==> src/rtl/rtg_pkg.sv <==
package rtg_pkg;

  typedef enum logic [1:0] {
    RTG_IDLE  = 2'd0,
    RTG_DELAY = 2'd1,
    RTG_FRAME = 2'd2
  } rtg_state_e;

  // Geometry and pacing settings captured at segment starts
  typedef struct packed {
    logic brd_en;
    logic brd_show;
    logic row_skip;
    logic col_skip;
    logic low_pwr;
  } rtg_cfg_t;

  localparam rtg_cfg_t RTG_CFG_RESET = '0;

  // Number of positions emitted per axis in decimating mode
  function automatic int skip_span(input int n_full, input int rd, input int per);
    return (n_full / per) * rd;
  endfunction

endpackage

==> src/rtl/rtg_pace.sv <==
module rtg_pace (
  input  logic clk,
  input  logic rst_n,
  input  logic seg_clr,
  input  logic low_pwr,
  output logic tick
);

  logic phase_q;

  // phase is cleared at each segment start so a low-power slot always
  // spans an even/odd pair and the advance lands on the second clock
  always_ff @(posedge clk) begin
    if (!rst_n) begin
      phase_q <= 1'b0;
    end else if (seg_clr) begin
      phase_q <= 1'b0;
    end else if (low_pwr) begin
      phase_q <= ~phase_q;
    end else begin
      phase_q <= 1'b0;
    end
  end

  assign tick = !low_pwr || phase_q;

endmodule

==> src/rtl/rtg_axis_map.sv <==
module rtg_axis_map
  import rtg_pkg::*;
#(
  parameter int N_ACT  = 640,
  parameter int BORDER = 4,
  parameter int RD     = 2,
  parameter int PER    = 8,
  parameter int SW     = 10,
  parameter int AW     = 10
) (
  input  logic [SW-1:0] slot,
  input  logic          brd_en,
  input  logic          brd_show,
  input  logic          skip,
  output logic [SW-1:0] n_out,
  output logic          visible,
  output logic [AW-1:0] phys
);

  localparam int  N_SKIP = skip_span(N_ACT, RD, PER);
  localparam bit  POW2   = ((RD & (RD - 1)) == 0) && ((PER & (PER - 1)) == 0);

  logic [SW-1:0] n_act;
  logic [SW-1:0] lo_edge;
  logic [SW-1:0] k_idx;
  logic [SW-1:0] skip_pos;
  logic [SW-1:0] act_pos;
  logic          in_span;
  logic          in_left;
  logic          in_right;

  always_comb begin
    n_act   = skip ? SW'(N_SKIP) : SW'(N_ACT);
    n_out   = n_act + (brd_en ? SW'(2 * BORDER) : '0);
    lo_edge = brd_en ? SW'(BORDER) : '0;
    in_span = slot < n_out;
    in_left = brd_en && (slot < SW'(BORDER));
    in_right = brd_en && in_span && (slot >= n_act + SW'(BORDER));
    k_idx   = slot - lo_edge;
  end

  // decimation address: shift/mask when both factors are powers of two
  generate
    if (POW2) begin : g_shift
      localparam int RD_SH  = $clog2(RD);
      localparam int PER_SH = $clog2(PER);
      assign skip_pos = ((k_idx >> RD_SH) << PER_SH) | (k_idx & SW'(RD - 1));
    end else begin : g_div
      assign skip_pos = (k_idx / SW'(RD)) * SW'(PER) + (k_idx % SW'(RD));
    end
  endgenerate

  always_comb begin
    act_pos = skip ? skip_pos : k_idx;
    visible = in_span && (!(in_left || in_right) || brd_show);
    if (in_left) begin
      phys = AW'(slot);
    end else if (in_right) begin
      phys = AW'(slot - n_act + SW'(N_ACT));
    end else begin
      phys = AW'(act_pos + SW'(BORDER));
    end
  end

endmodule

==> src/rtl/rtg_sequencer.sv <==
module rtg_sequencer
  import rtg_pkg::*;
#(
  parameter int HW     = 10,
  parameter int VW     = 10,
  parameter int DW     = 8,
  parameter int HBLANK = 32,
  parameter int VBLANK = 8
) (
  input  logic          clk,
  input  logic          rst_n,
  input  logic          soft_rst,
  input  logic          chip_en,
  input  logic          restart,
  input  logic [DW-1:0] start_dly,
  input  rtg_cfg_t      cfg_in,
  input  logic          tick,
  input  logic [HW-1:0] cols_out,
  input  logic [VW-1:0] rows_out,
  output rtg_state_e    state,
  output logic [HW-1:0] h_cnt,
  output logic [VW-1:0] v_cnt,
  output rtg_cfg_t      cfg_q,
  output logic          seg_begin
);

  logic [DW-1:0] dly_q;
  logic [HW-1:0] line_last;
  logic [VW-1:0] frame_last;
  logic          stop;
  logic          start_evt;
  logic          line_end;
  logic          frame_end;
  logic          enter_frame;

  always_comb begin
    line_last   = cols_out + HW'(HBLANK - 1);
    frame_last  = rows_out + VW'(VBLANK - 1);
    stop        = soft_rst || !chip_en;
    start_evt   = !stop && ((state == RTG_IDLE) || restart);
    line_end    = (h_cnt == line_last);
    frame_end   = (v_cnt == frame_last);
    enter_frame = !stop && !start_evt && tick && line_end &&
                  (((state == RTG_DELAY) && (dly_q <= DW'(1))) ||
                   ((state == RTG_FRAME) && frame_end));
    seg_begin   = stop || start_evt || enter_frame;
  end

  always_ff @(posedge clk) begin
    if (!rst_n || stop) begin
      state <= RTG_IDLE;
      h_cnt <= '0;
      v_cnt <= '0;
      dly_q <= '0;
      cfg_q <= RTG_CFG_RESET;
    end else if (start_evt) begin
      state <= (start_dly == '0) ? RTG_FRAME : RTG_DELAY;
      h_cnt <= '0;
      v_cnt <= '0;
      dly_q <= start_dly;
      cfg_q <= cfg_in;
    end else if (tick) begin
      if (line_end) begin
        h_cnt <= '0;
        if (state == RTG_DELAY) begin
          if (dly_q <= DW'(1)) begin
            state <= RTG_FRAME;
            v_cnt <= '0;
            cfg_q <= cfg_in;
          end else begin
            dly_q <= dly_q - DW'(1);
          end
        end else if (frame_end) begin
          v_cnt <= '0;
          cfg_q <= cfg_in;
        end else begin
          v_cnt <= v_cnt + VW'(1);
        end
      end else begin
        h_cnt <= h_cnt + HW'(1);
      end
    end
  end

endmodule

==> src/rtl/raster_timing_gen.sv <==
module raster_timing_gen
  import rtg_pkg::*;
#(
  parameter int ACT_COLS    = 640,
  parameter int ACT_ROWS    = 480,
  parameter int BORDER      = 4,
  parameter int SKIP_READ   = 2,
  parameter int SKIP_PERIOD = 8,
  parameter int HBLANK      = 32,
  parameter int VBLANK      = 8,
  parameter int DLY_W       = 8
) (
  input  logic                                  clk,
  input  logic                                  rst_n,
  input  logic                                  soft_rst,
  input  logic                                  chip_en,
  input  logic                                  restart,
  input  logic                                  border_en,
  input  logic                                  border_show,
  input  logic                                  lv_continuous,
  input  logic                                  lv_xor,
  input  logic                                  row_skip4,
  input  logic                                  col_skip4,
  input  logic                                  low_power,
  input  logic [DLY_W-1:0]                      start_delay,
  output logic                                  frame_valid,
  output logic                                  line_valid,
  output logic                                  pix_en,
  output logic [$clog2(ACT_ROWS+2*BORDER)-1:0]  row_addr,
  output logic [$clog2(ACT_COLS+2*BORDER)-1:0]  col_addr
);

  localparam int COL_SPAN = ACT_COLS + 2 * BORDER;
  localparam int ROW_SPAN = ACT_ROWS + 2 * BORDER;
  localparam int HW       = $clog2(COL_SPAN + HBLANK + 1);
  localparam int VW       = $clog2(ROW_SPAN + VBLANK + 1);
  localparam int CAW      = $clog2(COL_SPAN);
  localparam int RAW      = $clog2(ROW_SPAN);

  rtg_cfg_t      cfg_in;
  rtg_cfg_t      cfg_q;
  rtg_state_e    state;
  logic [HW-1:0] h_cnt;
  logic [VW-1:0] v_cnt;
  logic [HW-1:0] cols_out;
  logic [VW-1:0] rows_out;
  logic          seg_begin;
  logic          tick;
  logic          col_vis;
  logic          row_vis;
  logic [CAW-1:0] col_phys;
  logic [RAW-1:0] row_phys;
  logic          running;
  logic          lv_cont;
  logic          lv_norm;
  logic          cfg_lp;

  assign cfg_in = '{brd_en:   border_en,
                    brd_show: border_show,
                    row_skip: row_skip4,
                    col_skip: col_skip4,
                    low_pwr:  low_power};

  rtg_sequencer #(
    .HW(HW), .VW(VW), .DW(DLY_W), .HBLANK(HBLANK), .VBLANK(VBLANK)
  ) u_seq (
    .clk       (clk),
    .rst_n     (rst_n),
    .soft_rst  (soft_rst),
    .chip_en   (chip_en),
    .restart   (restart),
    .start_dly (start_delay),
    .cfg_in    (cfg_in),
    .tick      (tick),
    .cols_out  (cols_out),
    .rows_out  (rows_out),
    .state     (state),
    .h_cnt     (h_cnt),
    .v_cnt     (v_cnt),
    .cfg_q     (cfg_q),
    .seg_begin (seg_begin)
  );

  rtg_pace u_pace (
    .clk     (clk),
    .rst_n   (rst_n),
    .seg_clr (seg_begin),
    .low_pwr (cfg_q.low_pwr),
    .tick    (tick)
  );

  rtg_axis_map #(
    .N_ACT(ACT_COLS), .BORDER(BORDER), .RD(SKIP_READ), .PER(SKIP_PERIOD),
    .SW(HW), .AW(CAW)
  ) u_col_map (
    .slot     (h_cnt),
    .brd_en   (cfg_q.brd_en),
    .brd_show (cfg_q.brd_show),
    .skip     (cfg_q.col_skip),
    .n_out    (cols_out),
    .visible  (col_vis),
    .phys     (col_phys)
  );

  rtg_axis_map #(
    .N_ACT(ACT_ROWS), .BORDER(BORDER), .RD(SKIP_READ), .PER(SKIP_PERIOD),
    .SW(VW), .AW(RAW)
  ) u_row_map (
    .slot     (v_cnt),
    .brd_en   (cfg_q.brd_en),
    .brd_show (cfg_q.brd_show),
    .skip     (cfg_q.row_skip),
    .n_out    (rows_out),
    .visible  (row_vis),
    .phys     (row_phys)
  );

  always_comb begin
    running     = (state != RTG_IDLE);
    frame_valid = (state == RTG_FRAME) && row_vis;
    lv_cont     = running && col_vis;
    lv_norm     = frame_valid && col_vis;
    if (lv_continuous) begin
      line_valid = lv_cont;
    end else if (lv_xor) begin
      line_valid = lv_cont ^ frame_valid;
    end else begin
      line_valid = lv_norm;
    end
    pix_en   = tick && lv_norm;
    row_addr = running ? row_phys : '0;
    col_addr = running ? col_phys : '0;
    cfg_lp   = cfg_q.low_pwr;
  end

endmodule

==> config.mk <==
export PLATFORM = sky130hd
export DESIGN_NAME = raster_timing_gen
export DESIGN_NICKNAME = d
export VERILOG_FILES = /design/src/rtl/rtg_pkg.sv /design/src/rtl/rtg_pace.sv /design/src/rtl/rtg_axis_map.sv /design/src/rtl/rtg_sequencer.sv /design/src/rtl/raster_timing_gen.sv
export SDC_FILE = /design/constraint.sdc
export NUM_CORES = 1
export LEC_CHECK = 0
export CAP_MARGIN = 40
export CORE_AREA = 2 2 90 92
export CTS_BUF_LIST = sky130_fd_sc_hd__clkbuf_2
export DETAILED_ROUTE_END_ITERATION = 6
export DIE_AREA = 0 0 92 94
export GPL_TIMING_DRIVEN = 0
export PLACE_DENSITY_LB_ADDON = 0.15
export SLEW_MARGIN = 10
export SYNTH_ARGS = -nofsm -noshare
export SYNTH_HDL_FRONTEND = slang
export SYNTH_SLANG_ARGS = --single-unit
==> constraint.sdc <==
create_clock -name clk -period 6.3 [get_ports clk]
set_input_delay 1.26 -clock clk [delete_from_list [all_inputs] [get_ports clk]]
set_output_delay 1.26 -clock clk [all_outputs]
set_load 0.1 [all_outputs]
Yosys cells after proc, flatten, opt, wreduce, memory -nomap -nowiden
Index checks and enable logic that the tools add are counted.
Widths: inputs -> output; s select.
- register bits after elaboration: 35
- input bits: 20
- output and inout port bits: 22
- logic and storage cells: 135
- add/subtract/negate cells: 17
- order comparisons: 7
- equal/unequal tests: 7
- muxes and demuxes: 37
- bitwise logic cells: 6
- reduce and logical (&&, ||, !) cells: 51
- operators by type and width (operator ; count):
    $mux 9 ; 8
    $mux 10 ; 6
    $mux 8 ; 5
    $mux 5 ; 6
    $add 9x3->9 const B ; 3
    $add 10x3->10 const B ; 2
    $sub 10x10->10 ; 2
    $logic_and 1x1->1 ; 19
    $sub 9x9->9 ; 2
    $mux 2 ; 6
    $reduce_and 4->1 ; 3
    $logic_or 1x1->1 ; 11
    $add 10x1->10 const B ; 1
    $add 10x10->10 ; 1
    $add 10x10->10 const B ; 1
    $add 10x5->10 const B ; 1
    $eq 10x10->1 ; 1
    $ge 10x10->1 ; 1
    $lt 10x10->1 ; 1
    $lt 10x3->1 const B ; 1
    $or 10x1->10 ; 1
    $reduce_bool 2->1 ; 5
    $add 9x1->9 const B ; 1
    $add 9x9->9 ; 1
    25 further kinds ; 36

Logic depth before layout (Yosys ltp)
Gate-level depths: netlist (run 1).
- depth in word-level cells: 13
- depth in mapped cells: 12
- depth with buffers taken out: 11

Hierarchy
From an unflattened synthesis (run 1), not the netlist that was laid out.
- cells, all modules: 700
- area, all modules: 5380.2 sq um
- by module, submodules not included (module ; instances ; cells each ; area an instance (sq um) ; sequential area each (sq um)):
    rtg_sequencer ; 1 ; 325 ; 2561.2 ; 680.7
    rtg_axis_map at u_col_map ; 1 ; 173 ; 1295.0 ; 0.0
    rtg_axis_map at u_row_map ; 1 ; 169 ; 1291.2 ; 0.0
    raster_timing_gen ; 1 ; 30 ; 193.9 ; 0.0
    rtg_pace ; 1 ; 3 ; 38.8 ; 20.0

Least setup slack after synthesis (run 1)
No wires, ideal clock.
- path type: reg-to-output
- from: register u_seq.cfg_q[2] (netlist name)
- to: output pix_en
- arrival time: 5.210 ns
- required time: 5.040 ns
- path slack: -0.170 ns
- cell stages (with the launch flop): 10
- path buffers: 0
- cell sequence: dfxtp_1 > clkinv_1 > ha_1 > fa_1 > a31oi_1 > o32a_1 > o22ai_1 > o21bai_1 > and4b_1 > nor3b_1
- word-level cells in the longest chain between the ends: 12
- elaborated cells between the ends (all ways): 14
- classes of those cells: add/sub (2); order compare (2); mux (1); reduce/logical (9)
- ends and longest elaborated chain (element ; RTL line ; source):
    $mux 9 * ; rtg_axis_map.sv:33 ; n_act = skip ? SW'(N_SKIP) : SW'(N_ACT);
    $add 9x9->9 ; rtg_axis_map.sv:34 ; n_out = n_act + (brd_en ? SW'(2 * BORDER) : '0);
    $lt 9x9->1 ; rtg_axis_map.sv:36 ; in_span = slot < n_out;
    $logic_and 1x1->1 (2 in a row) ; rtg_axis_map.sv:38 ; in_right = brd_en && in_span && (slot >= n_act + SW'(BORDER));
    $logic_or 1x1->1 ; rtg_axis_map.sv:55 ; visible = in_span && (!(in_left || in_right) || brd_show);
    $logic_not 1->1 ; rtg_axis_map.sv:55 ;
    $logic_or 1x1->1 ; rtg_axis_map.sv:55 ;
    $logic_and 1x1->1 * ; rtg_axis_map.sv:55 ;
    $logic_and 1x1->1 * ; raster_timing_gen.sv:120 ; frame_valid = (state == RTG_FRAME) && row_vis;
    named net frame_valid ; raster_timing_gen.sv:26 ; output logic frame_valid,
    $logic_and 1x1->1 * ; raster_timing_gen.sv:122 ; lv_norm = frame_valid && col_vis;
    $logic_and 1x1->1 * ; raster_timing_gen.sv:130 ; pix_en = tick && lv_norm;
    end, declared ; raster_timing_gen.sv:28 ; output logic pix_en,
Mark *: on every way through the listed nets, which the timed path passes. The rest lies on a longest branch.

Final worst setup path (run 1)
- from: register u_seq.cfg_q[2] (netlist name)
- to: output row_addr[8]
- word-level cells in the longest chain between the ends: 8
- elaborated cells between the ends (all ways): 14
- classes of those cells: add/sub (5); order compare (2); mux (5); reduce/logical (2)
- ends and longest elaborated chain (element ; RTL line ; source):
    $mux 9 ; rtg_axis_map.sv:33 ;
    $add 9x9->9 ; rtg_axis_map.sv:34 ;
    $lt 9x9->1 ; rtg_axis_map.sv:36 ;
    $logic_and 1x1->1 (2 in a row) ; rtg_axis_map.sv:38 ;
    $mux 9 * ; rtg_axis_map.sv:58 ; end else if (in_right) begin
    $mux 9 * ; rtg_axis_map.sv:56 ; if (in_left) begin
    $mux 9 * ; raster_timing_gen.sv:131 ; row_addr = running ? row_phys : '0;
    end, declared ; raster_timing_gen.sv:29 ; output logic [$clog2(ACT_ROWS+2*BORDER)-1:0] row_addr,
Every way passes the cells marked *; elsewhere a longest branch is shown, timed or not.

==> results.py, run 1 <==
metrics = {
    "clock_tree": {
        "ctsHoldBuffers": 0,
        "cts_buffers": 5,
        "cts_resized": 0,
        "cts-root-buf": "clkbuf_2",
        "clockBufferDepth": 2,
        "clk_latency_ns": 0.39,
        "cts_setup_buffers": 0,
        "path_clk_slew_ns": 0.19,
        "htreeDepth": 2,
        "cts_tree": "built",
        "numClockSinks": 35,
    },
    "finish": {
        "nets": 686,
        "fin_area_sq_um": 5060,
        "area_delta_synth_final_pct": 23.1,
        "final_layout_size_suffix_gt1_share_pct": 8.62,
        "antenna_cells": 0,
        "fill_cells": 654,
        "regArea_sq_um": 701,
        "multi_input_area_sq_um": 3200,
    },
    "worst_hold_path": {
        "hp-class": "flop to flop",
        "hold_depth": 2,
        "hp-start": "u_seq.state[1]",
        "min_to": "u_seq.state[1]",
    },
    "timing": {
        "maxSlewViolCount": 0,
        "max_slew.worst_pin.slew_ns": 0.780,
        "grt_setup_unrepaired": "false",
        "final.setup_skew_ns": 0.0126,
        "tns_ns": 0,
        "finalSetupViolCount": 0,
        "maxSlewHeadroom_pct": 48.0,
        "period_share_pct": 92.6,
        "min_period_ns": 5.84,
        "hold_viol_final": 0,
        "max_freq_mhz": 171,
    },
    "grt": {
        "grtUsageTotal_pct": 26.0,
        "antenna_found_initial": 0,
        "grt_pass1_vias": 3823,
        "grt_pass1_wl_mm": 18.2,
        "grt-ovfl-total": 0,
        "grt_max_degree": 14,
    },
    "synth": {
        "netlist_instances": 530,
        "synth_common_cells": "nor2_1, ha_1, xnor2_1",
        "ys_async_sr_fraction_pct": 0,
        "syn_area_sq_um": 4110,
        "synth_area_per_cell_sq_um": 7.76,
        "synth_top_area_share_pct": 18.6,
        "synth-seq-cells": 35,
        "ys_seq_area_share_pct": 17.0,
        "synthFlopType": "dfxtp_1",
        "synth.most_common_cell": "nor2_1",
        "ys_top_cells_by_area": "ha_1, dfxtp_1, xnor2_1, nor2_1, nand2_1",
        "synth_top_cell_by_area": "ha_1",
        "yosys_warnings": 0,
        "yosysUniqueCellTypes": 65,
        "synth_edf_count": 0,
        "synth_nets": 614,
    },
    "power": {
        "powerDensity_nw_per_um2": 80.1,
        "p_sw_share_pct": 30.3,
        "clkPwrFrac_pct": 27.5,
        "p_seq_share_pct": 55.8,
        "internal-power_w": 0.000283,
        "power_w": 0.000406,
        "leakage_nw": 1.93,
        "comb_power_share_pct": 16.7,
        "ir_worst_vdd_mv": 0.0886,
        "p_switching_w": 0.000123,
    },
    "route": {
        "remaining_drc_errors": 0,
        "viasPerCell": 5.71,
        "ant_nets": 0,
        "wl_per_cell_um": 15.6,
        "route.vias.total": 4024,
        "wl_mm": 11.0,
        "drt_iter0_drc": 233,
        "dr.pass1.iters": 4,
    },
    "placement": {
        "post-dp-hpwl_mm": 8.80,
        "buffer_ports.inserted": 41,
        "post_dp_cell_area_sq_um": 5020,
        "gp_congestion": 0.896,
    },
    "worst_setup_path": {
        "crit_path_end_kind": "primary output",
        "r2r_cells": 8,
        "critPathArrivalTime_ns": 4.58,
        "cp.required_ns": 5.04,
        "r2r_start": "u_seq.cfg_q[4]",
        "r2r_slack_ns": 3.26,
        "rr_endpoint": "u_seq.cfg_q[2]",
        "criticalPathCategory": "flop to primary output",
        "crit_fanout": 13,
        "start_kind": "flop",
    },
    "floorplan": {
        "die_w_um": 92,
        "die_area_sq_um": 8650,
        "rows": 32,
        "chipHeight_um": 94,
        "core_sq_um": 7610,
        "io_pins": 42,
        "start_util_pct": 54.1,
    },
    "run": {
        "maxCapViolCount": 0,
    },
    "outcome": {
        "status": "finished, final reports clean",
    },
}
## placed cells by master (no fill, tap or decap), drive strengths merged, types with 7 or more instances in the layout
cell type      instances
nand2                 38
mux2i                 10
buf                   28
ha                    61
inv                   36
o21bai                 8
nand2b                 9
xor2                  12
clkdlybuf4s50         41
nand3                 11
or2                    7
a21oi                 26
nor2                  69
nor2b                  7
nor3                  12
dfxtp                 35
clkbuf                19
a211oi                15
o21ai                 20
xnor2                 47
## worst max-delay path by stage
stage	startpoint	end	slack [ns]	cells past startpoint
3_5_place_dp	u_seq.cfg_q[2]	row_addr[8]	0.79	11
2_1_floorplan	u_seq.cfg_q[2]	row_addr[1]	0.48	9
4_1_cts	u_seq.cfg_q[2]	row_addr[8]	0.32	11
5_1_grt	u_seq.cfg_q[2]	row_addr[8]	0.08	11
3_3_place_gp	u_seq.cfg_q[2]	row_addr[8]	0.46	10
6_report	u_seq.cfg_q[2]	row_addr[8]	0.46	11
## power groups by stage
stage | clock [W] | sequential (W) | combinational, W
2_1_floorplan | 0 | 0.000230 | 0.0000392
3_3_place_gp | 0 | 0.000230 | 0.0000622
3_5_place_dp | 0 | 0.000230 | 0.0000672
4_1_cts | 0.000115 | 0.000226 | 0.0000675
5_1_grt | 0.000124 | 0.000227 | 0.0000727
6_report | 0.000112 | 0.000226 | 0.0000678
## cell families after synthesis
group / count (synthesis) / synth area share [%]
multiplexers: 10 / 2.43
flip-flops: 35 / 17.0
adder cells (fa/ha/maj): 64 / 20.0
XOR/XNOR: 59 / 12.6
AO/OA/AOI/OAI: 115 / 19.0
AND/OR/NAND/NOR: 193 / 23.8
buffers and inverters: 54 / 5.20
## layer usage
metal | up-vias | global-route usage [%] | wire, um | share of wire, %
li1 | 2032 | - | - | -
met1 | 1876 | 35.1 | 5340 | 49
met2 | 101 | 44.5 | 5010 | 46
met3 | 15 | 3.05 | 484 | 4.4
met4 | 0 | 6.34 | 141 | 1.3
met5 | - | 0 | 0 | 0
## cell type report
cell class                 instances  area share, %
buffer                            17           1.48
clock buffer                       6          0.593
clock inverter                     2          0.247
inverter                          37           2.74
multi-input combinational        441           63.3
sequential                        35           13.8
tap                              102           2.52
timing repair buffer              65           15.3
## state kept, by name, summed over array words and instances, names as in the netlist
register,count
u_seq.state,2
u_seq.cfg_q,5
u_seq.h_cnt,10
u_seq.v_cnt,9
u_pace.phase_q,1
u_seq.dly_q,8
## per-stage QoR
| stage | worst slack (ns) | hold WS (ns) | util, % | instances |
|---|---|---|---|---|
| detailed placement | 0.793 | 0.499 | 66.0 | 697 |
| global route | 0.0795 | 0.556 | 66.5 | 705 |
| CTS | 0.319 | 0.524 | 66.5 | 705 |
| global placement | 0.463 | 0.483 | 61.2 | 673 |
| floorplan | 0.480 | 0.464 | - | 530 |
| finish | 0.463 | 0.525 | 66.5 | 705 |
## worst max-delay path, cell delays in order (launching register included)
cell and delay, ns:
dfxtp_1 0.61, clkinv_1 0.43, ha_1 0.38, fa_1 0.55, and4_1 0.18, a2111oi_1 0.58
o21bai_1 0.12, a21oi_1 0.19, xnor2_1 0.15, o2111a_1 0.24, clkdlybuf4s50_1 0.55, buf_8 0.21
No activity file was read; power rests on OpenSTA's default activity.
==> run 2, diff against run 1 <==
--- a/config.mk
+++ b/config.mk
@@ -6,13 +6,14 @@
 export NUM_CORES = 1
 export LEC_CHECK = 0
 export CAP_MARGIN = 40
-export CORE_AREA = 2 2 90 92
+export CORE_AREA = 2 2 102 104
 export CTS_BUF_LIST = sky130_fd_sc_hd__clkbuf_2
 export DETAILED_ROUTE_END_ITERATION = 6
-export DIE_AREA = 0 0 92 94
+export DIE_AREA = 0 0 104 106
 export GPL_TIMING_DRIVEN = 0
 export PLACE_DENSITY_LB_ADDON = 0.15
-export SLEW_MARGIN = 10
+export SLEW_MARGIN = 5
 export SYNTH_ARGS = -nofsm -noshare
 export SYNTH_HDL_FRONTEND = slang
+export SYNTH_HIERARCHICAL = 1
 export SYNTH_SLANG_ARGS = --single-unit
==> run 2 against run 1 <==
  * Highest routed layer unchanged
  * Final area is 27% higher
  * Critical path type unchanged
  * Largest power group unchanged
  * Critical endpoint is now line_valid
  * Worst setup slack better by 0.14 ns
  * Clock skew is 0.0012 ns lower
  * Via count is 35% higher
==> results.py, run 2 <==
metrics = {
    "timing": {
        "final.setup_skew_ns": 0.0114,
        "grt_setup_unrepaired": "false",
        "min_period_ns": 5.70,
        "max_slew.worst_pin.slew_ns": 0.815,
        "hold_viol_final": 0,
        "max_freq_mhz": 175,
        "period_share_pct": 90.5,
        "finalSetupViolCount": 0,
        "maxSlewHeadroom_pct": 45.6,
        "maxSlewViolCount": 0,
        "tns_ns": 0,
    },
    "finish": {
        "fill_cells": 895,
        "regMostFlops": "u_seq/h_cnt",
        "nets": 853,
        "mostFrequentLayoutCell": "nand2_1",
        "fin_area_sq_um": 6410,
        "top_regs": "u_seq/h_cnt: 10 flops, u_seq/v_cnt: 9 flops, u_seq/dly_q: 8 flops",
        "final_core_util_pct": 64.1,
        "antenna_cells": 0,
        "regArea_sq_um": 701,
        "final_cell_mix": "nand2_1, ha_1, nor2_1",
        "largest_register_ffs": 10,
        "area_delta_synth_final_pct": 19.1,
        "multi_input_area_sq_um": 4350,
        "final_layout_size_suffix_gt1_share_pct": 13.0,
    },
    "worst_setup_path": {
        "crit_fanout": 10,
        "start_kind": "flop",
        "criticalPathCategory": "flop to primary output",
        "cp.required_ns": 5.04,
        "critPathArrivalTime_ns": 4.44,
        "crit_path_end_kind": "primary output",
    },
    "synth": {
        "synth_top_cell_by_area": "dfxtp_1",
        "synth.most_common_cell": "nand2_1",
        "synthFlopType": "dfxtp_1",
        "syn_area_sq_um": 5380,
        "yosys_warnings": 6,
        "synth-seq-cells": 35,
        "synth_top_area_share_pct": 13.0,
        "yosysUniqueCellTypes": 100,
        "ys_async_sr_fraction_pct": 0,
        "synth_edf_count": 0,
        "synth_area_per_cell_sq_um": 7.69,
        "synth_common_cells": "nand2_1, ha_1, nor2_1",
        "ys_top_cells_by_area": "dfxtp_1, ha_1, xnor2_1, xor2_1, nand2_1",
        "ys_seq_area_share_pct": 13.0,
        "netlist_instances": 700,
    },
    "power": {
        "ir_worst_vdd_mv": 0.111,
        "powerDensity_nw_per_um2": 80.2,
        "leakage_nw": 2.53,
        "power_w": 0.000514,
    },
    "clock_tree": {
        "clockBufferDepth": 2,
        "cts_setup_buffers": 0,
        "path_clk_slew_ns": 0.20,
        "clk_latency_ns": 0.39,
        "cts-root-buf": "clkbuf_2",
        "cts_tree": "built",
        "numClockSinks": 35,
        "cts_resized": 0,
        "htreeDepth": 2,
        "ctsHoldBuffers": 0,
        "cts_buffers": 5,
    },
    "placement": {
        "gp_congestion": 0.922,
        "post_dp_cell_area_sq_um": 6320,
        "buffer_ports.inserted": 41,
        "post-dp-hpwl_mm": 11.4,
    },
    "floorplan": {
        "die_w_um": 104,
        "rows": 37,
        "chipHeight_um": 106,
        "start_util_pct": 53.8,
        "core_sq_um": 10000,
        "io_pins": 42,
        "die_area_sq_um": 11000,
    },
    "route": {
        "remaining_drc_errors": 0,
        "drt_iter0_drc": 230,
        "ant_nets": 0,
        "dr.pass1.iters": 5,
        "route.vias.total": 5446,
        "wl_per_cell_um": 15.9,
        "wl_mm": 14.5,
        "viasPerCell": 5.96,
    },
    "outcome": {
        "status": "finished, final reports clean",
    },
    "grt": {
        "grt_pass1_wl_mm": 24.0,
        "grtUsageTotal_pct": 26.1,
        "grt-ovfl-total": 0,
        "grt_pass1_vias": 5100,
        "antenna_found_initial": 0,
        "grt_max_degree": 15,
    },
    "run": {
        "maxCapViolCount": 0,
    },
    "worst_hold_path": {
        "hp-class": "flop to flop",
    },
}
## run 2: changes by cell type after synthesis, sizes merged, moves of 12 or more
cell	change
xor2	+16
nand2	+17
buf	+22
nand4	+16
xnor2	-19
nand3	+17
a21oi	+17
nor2	-19
o21ai	+16
a211oi	-12
nor2b	+25
## run 2: area by class of cell
cell class,count,share of cell area [%]
buffer,38,3.49
clock buffer,5,0.390
clock inverter,3,1.05
inverter,36,2.11
multi-input combinational,598,67.8
sequential,35,10.9
tap,136,2.65
timing repair buffer,63,11.6
## run 2: stage by stage
step / instances / hold slack [ns] / worst slack, ns
2_1_floorplan: 707 / 0.464 / 1.01
3_3_place_gp: 884 / 0.484 / 0.787
3_5_place_dp: 906 / 0.503 / 1.16
4_1_cts: 914 / 0.528 / 0.650
5_1_grt: 914 / 0.562 / 0.241
6_report: 914 / 0.526 / 0.599
## run 2: per-layer routing
metal / share of wire [%] / routed length (um) / track usage, % / vias to the layer above
met5: 0 / 0 / 0 / -
met4: 2.5 / 363 / 8.49 / 0
met3: 4.6 / 670 / 2.27 / 29
met2: 49 / 7150 / 47.5 / 169
met1: 44 / 6360 / 32.5 / 2568
li1: - / - / - / 2680
## run 2: final timing paths
check / startpoint / to / slack (ns) / depth (start not counted)
max: u_seq/cfg_q[2] / line_valid / 0.60 / 15
min reg2reg: u_seq/dly_q[5] / u_seq/dly_q[5] / 0.53 / 2
max reg2reg: u_seq/cfg_q[4] / u_seq/dly_q[4] / 2.92 / 8
min: u_seq/dly_q[5] / u_seq/dly_q[5] / 0.53 / 2
## run 2: power breakdown
group	switching (W)	internal (W)	total, W
sequential	0.00000345	0.000223	0.000227
combinational	0.0000544	0.0000444	0.0000988
clock	0.0000820	0.000107	0.000189
total	0.000140	0.000375	0.000514
## run 2: cell families (layout without fill, tap and decap cells)
logic type      count (synthesis)  count (layout)  share of synthesized area, %
fa+ha+maj                      56              56                          13.4
buf+inv                        74             145                          6.67
simple gates                  297             297                          32.4
xor+xnor                       56              56                          9.12
other cells                     3              10                         0.209
compound gates                165             165                          22.5
mux                            14              14                          2.63
flops                          35              35                          13.0
## run 2: critical path: stages (launching register included)
cell	delay [ns]
dfxtp_1	0.57
buf_2	0.27
inv_1	0.19
ha_1	0.27
fa_1	0.36
a31oi_1	0.17
nor2_1	0.06
o311a_1	0.37
nor2_1	0.11
nor2_1	0.04
nor3b_1	0.41
nor3b_1	0.26
o311ai_1	0.11
nand3_1	0.11
clkdlybuf4s50_1	0.52
buf_8	0.21
